==> src/rtl/bch_pkg.sv <==
package bch_pkg;
  localparam int GW = 16;

  function automatic logic [GW-1:0] gf_mul(input logic [GW-1:0] a, input logic [GW-1:0] b,
                                           input int m, input int prim);
    logic [GW:0] r;
    logic [GW:0] pv;
    r  = '0;
    pv = (GW+1)'(prim);
    for (int i = GW-1; i >= 0; i--) begin
      if (i < m) begin
        r = r << 1;
        if (r[m]) r = r ^ pv;
        if (b[i]) r = r ^ {1'b0, a};
      end
    end
    return r[GW-1:0];
  endfunction

  function automatic logic [GW-1:0] gf_pow(input int e, input int m, input int prim);
    logic [GW-1:0] r;
    int n;
    int ee;
    n  = (1 << m) - 1;
    ee = e % n;
    r  = GW'(1);
    for (int i = 0; i < ee; i++) r = gf_mul(r, GW'(2), m, prim);
    return r;
  endfunction

  // binary minimal polynomial of alpha^j, bit i = coefficient of x^i
  function automatic logic [GW:0] minpoly(input int j, input int m, input int prim);
    logic [GW-1:0] c [GW+1];
    logic [GW-1:0] beta;
    logic [GW:0]   res;
    int n;
    int e;
    int e0;
    n  = (1 << m) - 1;
    e0 = j % n;
    e  = e0;
    for (int i = 0; i <= GW; i++) c[i] = '0;
    c[0] = GW'(1);
    for (int k = 0; k < m; k++) begin
      if (k == 0 || e != e0) begin
        beta = gf_pow(e, m, prim);
        for (int i = GW; i >= 1; i--) c[i] = c[i-1] ^ gf_mul(c[i], beta, m, prim);
        c[0] = gf_mul(c[0], beta, m, prim);
        e = (2 * e) % n;
      end
    end
    for (int i = 0; i <= GW; i++) res[i] = c[i][0];
    return res;
  endfunction

  function automatic int poly_deg(input logic [GW:0] p);
    int d;
    d = 0;
    for (int i = 0; i <= GW; i++) if (p[i]) d = i;
    return d;
  endfunction

  // column c of the inverse basis map: v with sum_k v_k alpha^(j*k) = alpha^c
  function automatic logic [GW-1:0] inv_col(input int j, input int c, input int m, input int prim);
    logic [GW-1:0] tgt;
    logic [GW-1:0] acc;
    tgt = gf_pow(c, m, prim);
    for (int v = 0; v < (1 << m); v++) begin
      acc = '0;
      for (int k = 0; k < m; k++) if (((v >> k) & 1) == 1) acc = acc ^ gf_pow(j * k, m, prim);
      if (acc == tgt) return GW'(v);
    end
    return '0;
  endfunction
endpackage

==> src/rtl/jsc_bt.sv <==
// Constant GF(2) matrix: forward map (sum v_k alpha^(J*k)) or its inverse.
module jsc_bt #(
  parameter int M    = 4,
  parameter int J    = 1,
  parameter int PRIM = 'h13,
  parameter bit INV  = 1'b0
) (
  input  logic [M-1:0] v,
  output logic [M-1:0] y
);
  logic [M-1:0] terms [M];

  for (genvar k = 0; k < M; k++) begin : g_col
    if (INV) begin : g_inv
      localparam logic [bch_pkg::GW-1:0] CK = bch_pkg::inv_col(J, k, M, PRIM);
      assign terms[k] = v[k] ? CK[M-1:0] : '0;
    end else begin : g_fwd
      localparam logic [bch_pkg::GW-1:0] CK = bch_pkg::gf_pow(J * k, M, PRIM);
      assign terms[k] = v[k] ? CK[M-1:0] : '0;
    end
  end

  always_comb begin
    y = '0;
    for (int k = 0; k < M; k++) y = y ^ terms[k];
  end
endmodule

==> src/rtl/jsc_mpcn.sv <==
// P unrolled steps of r <- (r*x + b) mod poly; the polynomial is picked by phase.
module jsc_mpcn #(
  parameter int           M      = 4,
  parameter int           P      = 3,
  parameter logic [M:0]   POLY_S = '0,
  parameter logic [M:0]   POLY_Y = '0
) (
  input  logic [M-1:0]   start,
  input  logic [P-1:0]   bits,
  input  logic           use_syn,
  output logic [P*M-1:0] stages
);
  localparam int DS = bch_pkg::poly_deg((bch_pkg::GW+1)'(POLY_S));
  localparam int DY = bch_pkg::poly_deg((bch_pkg::GW+1)'(POLY_Y));

  logic [M:0]   pol;
  logic [M:0]   ext;
  logic [M-1:0] r;
  int           dg;

  always_comb begin
    pol = use_syn ? POLY_Y : POLY_S;
    dg  = use_syn ? DY : DS;
    r   = start;
    ext = '0;
    stages = '0;
    for (int s = 0; s < P; s++) begin
      ext = {r, bits[P-1-s]};
      if (ext[dg]) ext = ext ^ pol;
      r = ext[M-1:0];
      stages[s*M +: M] = r;
    end
  end
endmodule

==> src/rtl/jsc_unit.sv <==
module jsc_unit #(
  parameter int M    = 4,
  parameter int N    = 15,
  parameter int T    = 2,
  parameter int P    = 3,
  parameter int PRIM = 'h13,
  localparam int NB  = (N + P - 1) / P,
  localparam int LW  = (N > 1) ? $clog2(N) : 1
) (
  input  logic              clk,
  input  logic              rst_n,
  input  logic              mode_syn,
  input  logic              rx_valid,
  output logic              rx_ready,
  input  logic [P-1:0]      rx_bits,
  input  logic              lam_load,
  input  logic [T*M-1:0]    lam_coef,
  output logic              syn_valid,
  output logic [2*T*M-1:0]  syn_out,
  output logic              srch_valid,
  output logic [P-1:0]      srch_flag,
  output logic [P*LW-1:0]   srch_loc
);
  localparam int PAD = NB * P - N;
  localparam int CW  = (NB > 1) ? $clog2(NB) : 1;
  localparam logic [P-1:0] FIRST_MASK = {P{1'b1}} >> PAD;

  logic [CW-1:0]  cnt;
  logic [CW-1:0]  tau;
  logic           busy;
  logic           beat;
  logic           lam_go;
  logic           first;
  logic [P-1:0]   bits_in;
  logic [M-1:0]   rem    [T];
  logic [M-1:0]   start  [T];
  logic [P*M-1:0] stg    [T];
  logic [M-1:0]   ibt_v  [T];
  logic [M-1:0]   s_odd  [T];
  logic [M-1:0]   ev     [P][T];
  logic [M-1:0]   s_all  [2*T+1];

  assign rx_ready   = mode_syn;
  assign beat       = rx_valid & mode_syn;
  assign lam_go     = lam_load & ~mode_syn;
  assign first      = (cnt == '0);
  assign srch_valid = busy & ~mode_syn;
  // received-bit injection gated off in the search phase
  assign bits_in    = rx_bits & {P{mode_syn}} & (first ? FIRST_MASK : {P{1'b1}});

  for (genvar jj = 0; jj < T; jj++) begin : g_row
    localparam logic [bch_pkg::GW:0] PS = bch_pkg::minpoly(jj + 1, M, PRIM);
    localparam logic [bch_pkg::GW:0] PY = bch_pkg::minpoly(2 * jj + 1, M, PRIM);

    assign start[jj] = (mode_syn && first) ? '0 : rem[jj];

    jsc_mpcn #(.M(M), .P(P), .POLY_S(PS[M:0]), .POLY_Y(PY[M:0])) u_net (
      .start(start[jj]), .bits(bits_in), .use_syn(mode_syn), .stages(stg[jj]));

    jsc_bt #(.M(M), .J(jj + 1), .PRIM(PRIM), .INV(1'b1)) u_ibt (
      .v(lam_coef[jj*M +: M]), .y(ibt_v[jj]));

    jsc_bt #(.M(M), .J(2 * jj + 1), .PRIM(PRIM), .INV(1'b0)) u_sbt (
      .v(rem[jj]), .y(s_odd[jj]));

    for (genvar r = 0; r < P; r++) begin : g_eval
      jsc_bt #(.M(M), .J(jj + 1), .PRIM(PRIM), .INV(1'b0)) u_cbt (
        .v(stg[jj][r*M +: M]), .y(ev[r][jj]));
    end
  end

  always_ff @(posedge clk or negedge rst_n) begin
    if (!rst_n) begin
      cnt       <= '0;
      tau       <= '0;
      busy      <= 1'b0;
      syn_valid <= 1'b0;
      for (int j = 0; j < T; j++) rem[j] <= '0;
    end else begin
      syn_valid <= beat && (cnt == CW'(NB - 1));
      if (beat) cnt <= (cnt == CW'(NB - 1)) ? '0 : cnt + 1'b1;
      else if (lam_go) cnt <= '0;

      if (mode_syn) busy <= 1'b0;
      else if (lam_load) begin
        busy <= 1'b1;
        tau  <= '0;
      end else if (busy) begin
        if (tau == CW'(NB - 1)) busy <= 1'b0;
        tau <= tau + 1'b1;
      end

      for (int j = 0; j < T; j++) begin
        if (lam_go) rem[j] <= ibt_v[j];
        else if (beat || srch_valid) rem[j] <= stg[j][(P-1)*M +: M];
      end
    end
  end

  // root test per row: 1 + sum of transformed terms
  always_comb begin
    logic [M-1:0] acc;
    int idx;
    srch_flag = '0;
    srch_loc  = '0;
    for (int r = 0; r < P; r++) begin
      acc = M'(1);
      for (int j = 0; j < T; j++) acc = acc ^ ev[r][j];
      idx = r + 1 + P * int'(tau);
      if (idx <= N) begin
        srch_flag[r] = srch_valid && (acc == '0);
        srch_loc[r*LW +: LW] = LW'(N - idx);
      end
    end
  end

  // odd syndromes from the rows, even ones by squaring
  always_comb begin
    s_all[0] = '0;
    syn_out  = '0;
    for (int i = 1; i <= 2 * T; i++) begin
      if (i % 2 == 1) s_all[i] = s_odd[(i-1)/2];
      else s_all[i] = M'(bch_pkg::gf_mul(bch_pkg::GW'(s_all[i/2]), bch_pkg::GW'(s_all[i/2]), M, PRIM));
      syn_out[(i-1)*M +: M] = s_all[i];
    end
  end
endmodule

==> config.mk <==
export PLATFORM = sky130hd
export DESIGN_NAME = jsc_unit
export DESIGN_NICKNAME = d
export VERILOG_FILES = /design/src/rtl/bch_pkg.sv /design/src/rtl/jsc_bt.sv /design/src/rtl/jsc_mpcn.sv /design/src/rtl/jsc_unit.sv
export SDC_FILE = /design/constraint.sdc
export NUM_CORES = 1
export LEC_CHECK = 0
export ABC_AREA = 1
export BUFFER_PORTS_ARGS = -buffer_cell sky130_fd_sc_hd__buf_2
export CELL_PAD_IN_SITES_DETAIL_PLACEMENT = 1
export CELL_PAD_IN_SITES_GLOBAL_PLACEMENT = 1
export CORE_MARGIN = 2
export CORE_UTILIZATION = 37
export CTS_CLUSTER_SIZE = 24
export DETAILED_ROUTE_END_ITERATION = 7
export GPL_ROUTABILITY_DRIVEN = 0
export GPL_TIMING_DRIVEN = 0
export PLACE_DENSITY = 0.81
export REMOVE_ABC_BUFFERS = 1
export SLEW_MARGIN = 15
export SYNTH_ARGS = -nofsm -noshare
export SYNTH_HDL_FRONTEND = slang
export SYNTH_SLANG_ARGS = --single-unit
==> constraint.sdc <==
create_clock -name clk -period 3.15 [get_ports clk]
set_input_delay 0.1575 -clock clk [delete_from_list [all_inputs] [get_ports clk]]
set_output_delay 0.1575 -clock clk [all_outputs]
set_load 0.1 [all_outputs]
==> flow_summary_export.csv <==
group,metric,value,unit
status,outcome,"finished clean",
detailed_routing,drt_iter0_markers,46,
layout,antennaDiodeCount,0,
synth,synth_top_cell_by_area,"dfrtp_1",
timing,min_period_over_period,94.5,%
critical_path,crit_chain,"ha_2, inv_1, fa_1, inv_1, ha_2, nand2_1, nand2_1, nand2_1, o21a_1, inv_1, a21oi_1, buf_2",
cts,htreeDepth,1,
grt,antenna_found_initial,0,
grt,overflow,0,
layout,drive_above_1_share,30.4,%
synth,synthFlopType,"dfrtp_1",
critical_path,worstSetupEndpointType,"output pin",
run,cap_violations,0,
synth,yosysSeqAreaShare,20.6,%
synth,syn_area_per_cell,6.73,sq um
die,core-area,5070,sq um
critical_path,start_kind,"register",
cts,insertion_delay,0.25,ns
detailed_routing,routed_wl,5.51,mm
die,ioPinCount,50,
grt,grt_pass1_vias,1934,
layout,multi_input_area,1330,sq um
timing,setup_viol,0,
grt,grt_max_degree,17,
synth,synth_edf_count,0,
cts,clock_tree.root_cell,"clkbuf_8",
synth,ys_top_cells_by_area,"dfrtp_1 21%, nand2_1 13%, ha_1 8.4%, inv_1 5.6%, nor2_1 5.6%",
cts,max-clock-path-buffers,2,
die,dieWidth,76.5,um
detailed_routing,drc_errors,0,
cts,cts_buffers,3,
grt,grt_pass1_wl,9.30,mm
die,die_area,5850,sq um
timing,max_freq,336,MHz
layout,seq_area,402,sq um
detailed_routing,dr.pass1.iters,4,
critical_path,worstSetupPathType,"reg -> out",
cts,cts_tree,"built",
timing,finalMaxSlewViolations,0,
synth,syn-cell-area,1940,sq um
layout,final_nets,367,
placed_design,dp_hpwl,4.34,mm
layout,nFillCells,709,
cts,clkSinkCount,16,
hold_path,hold_class,"in -> reg",
critical_path,crit_slowest_cell,"fa_1",
synth,ys_top_cells_by_count,"68 x nand2_1, 29 x inv_1, 29 x nor2_1, 17 x o21ai_0, 16 x dfrtp_1",
timing,rsz0062_at_grt,"false",
timing,skew,0.00224,ns
die,row_count,26,
die,start_util,38.3,%
critical_path,critPathTopFamily,"adder cells",
synth,synthArstFlopShare,100,%
critical_path,cp_max_fo,4,
timing,worstMarginPinSlew,0.589,ns
detailed_routing,ant_nets,0,
synth,netlist_instances,289,
detailed_routing,wl_per_cell,13.6,um
timing,tns,0,ns
critical_path,max_stage_delay,0.54,ns
critical_path,worstPathRequired,2.99,ns
synth,synthDistinctLibCells,35,
critical_path,path_buf_inv,4,
cts,clk_pin_slew,0.07,ns
die,die_h,76.5,um
synth,synth.most_common_cell,"nand2_1",
timing,relSlewSlack,60.7,%
layout,area_growth,19.6,%
detailed_routing,viasPerCell,4.91,
timing,final_hold_viol_count,0,
placed_design,portBuffers,49,
synth,synth_warnings,0,
synth,synth.top_cell.area_share,20.6,%
synth,ys_ff_latch,16,
timing,min_period,2.98,ns
critical_path,arrival,2.82,ns
grt,grt_usage,19.3,%
detailed_routing,vias,1988,
worst reg2reg max path, stage by stage, from the launching register on:
cell     delay (ns)
dfrtp_1        0.41
inv_1          0.07
ha_1           0.25
nand3_2        0.32
nand3_2        0.28
nand3_2        0.18
nand2_4        0.15
nor2_2         0.05
nand2_2        0.07
nand2_2        0.07
nor2_1         0.16
o22ai_1        0.09
kinds of logic after synthesis:
group                      count (synthesis)  synth area share, %
AOI/OAI and AO/OA                         45                 12.9
xor gates and xnor gates                  21                 9.85
adders and majority gates                 14                 9.40
buffers and inverters                     51                 11.9
DFF                                       16                 20.6
and+or+nand+nor                          142                 35.4
final cells by class:
type                       instances  area share, %
multi-input combinational        222           57.3
sequential                        16           17.3
timing repair buffer              52           13.1
inverter                          42           6.78
tap                               70           3.77
clock buffer                       3           1.78
flip-flops by register name, summed over array words and instances, names as in the netlist:
name       cells
tau            3
busy           1
cnt            3
syn_valid      1
rem            8
what timing repair did:
action | in CTS | in global routing
hold buffers | 1 | 0
setup buffers | 0 | 2
setup endpoints to repair | 15 | 15
gates resized for setup | 13 | 8
hold endpoints to repair | 16 | 0
per-layer routing:
metal	up-vias	share of wire (%)	track usage (%)
li1	1012	-	-
met1	938	50	27.7
met2	34	47	31.7
met3	4	2.2	1.54
met4	0	0.67	3.82
met5	-	0	0
through the flow:
| stage | setup slack [ns] | utilization (%) | hold WS (ns) | instance area (sq um) | std cells |
|---|---|---|---|---|---|
| 2_1_floorplan | -1.69 | - | -0.138 | 1870 | 280 |
| 3_3_place_gp | -0.0984 | 43.4 | 0.0992 | 2200 | 399 |
| 3_5_place_dp | -0.135 | 43.4 | 0.105 | 2200 | 399 |
| 4_1_cts | -0.0528 | 45.0 | 0.179 | 2280 | 403 |
| 5_1_grt | 0.0177 | 45.8 | 0.215 | 2320 | 405 |
| 6_report | 0.173 | 45.8 | 0.172 | 2320 | 405 |
final timing paths:
| check | cells after the start | startpoint | end | slack [ns] |
|---|---|---|---|---|
| setup / recovery | 12 | tau[0]$_DFFE_PN0P_ | srch_loc[3] | 0.17 |
| hold / removal | 3 | lam_coef[0] | rem[4]$_DFFE_PN0P_ | 0.17 |
| setup reg to reg | 11 | cnt[0]$_DFFE_PN0P_ | rem[2]$_DFFE_PN0P_ | 0.93 |
| hold reg to reg | 1 | cnt[0]$_DFFE_PN0P_ | cnt[0]$_DFFE_PN0P_ | 0.54 |
| max in group asynchronous | 2 | rst_n | tau[0]$_DFFE_PN0P_ | 2.47 |
| min in group asynchronous | 2 | rst_n | cnt[0]$_DFFE_PN0P_ | 0.37 |
layout by cell type (no fill, tap or decap), types with 7 or more instances in the layout:
cell,instances
xor2_1,12
inv_1,29
a21oi_1,10
buf_4,7
nand2_2,8
dfrtp_1,15
xnor2_1,8
nand3_1,12
nand2_1,68
ha_1,11
o21ai_0,14
buf_2,42
nor2_1,29
inv_2,12
Power is not shown: default switching activity piles up to over one toggle a cycle in this logic, so the estimate is an artifact.
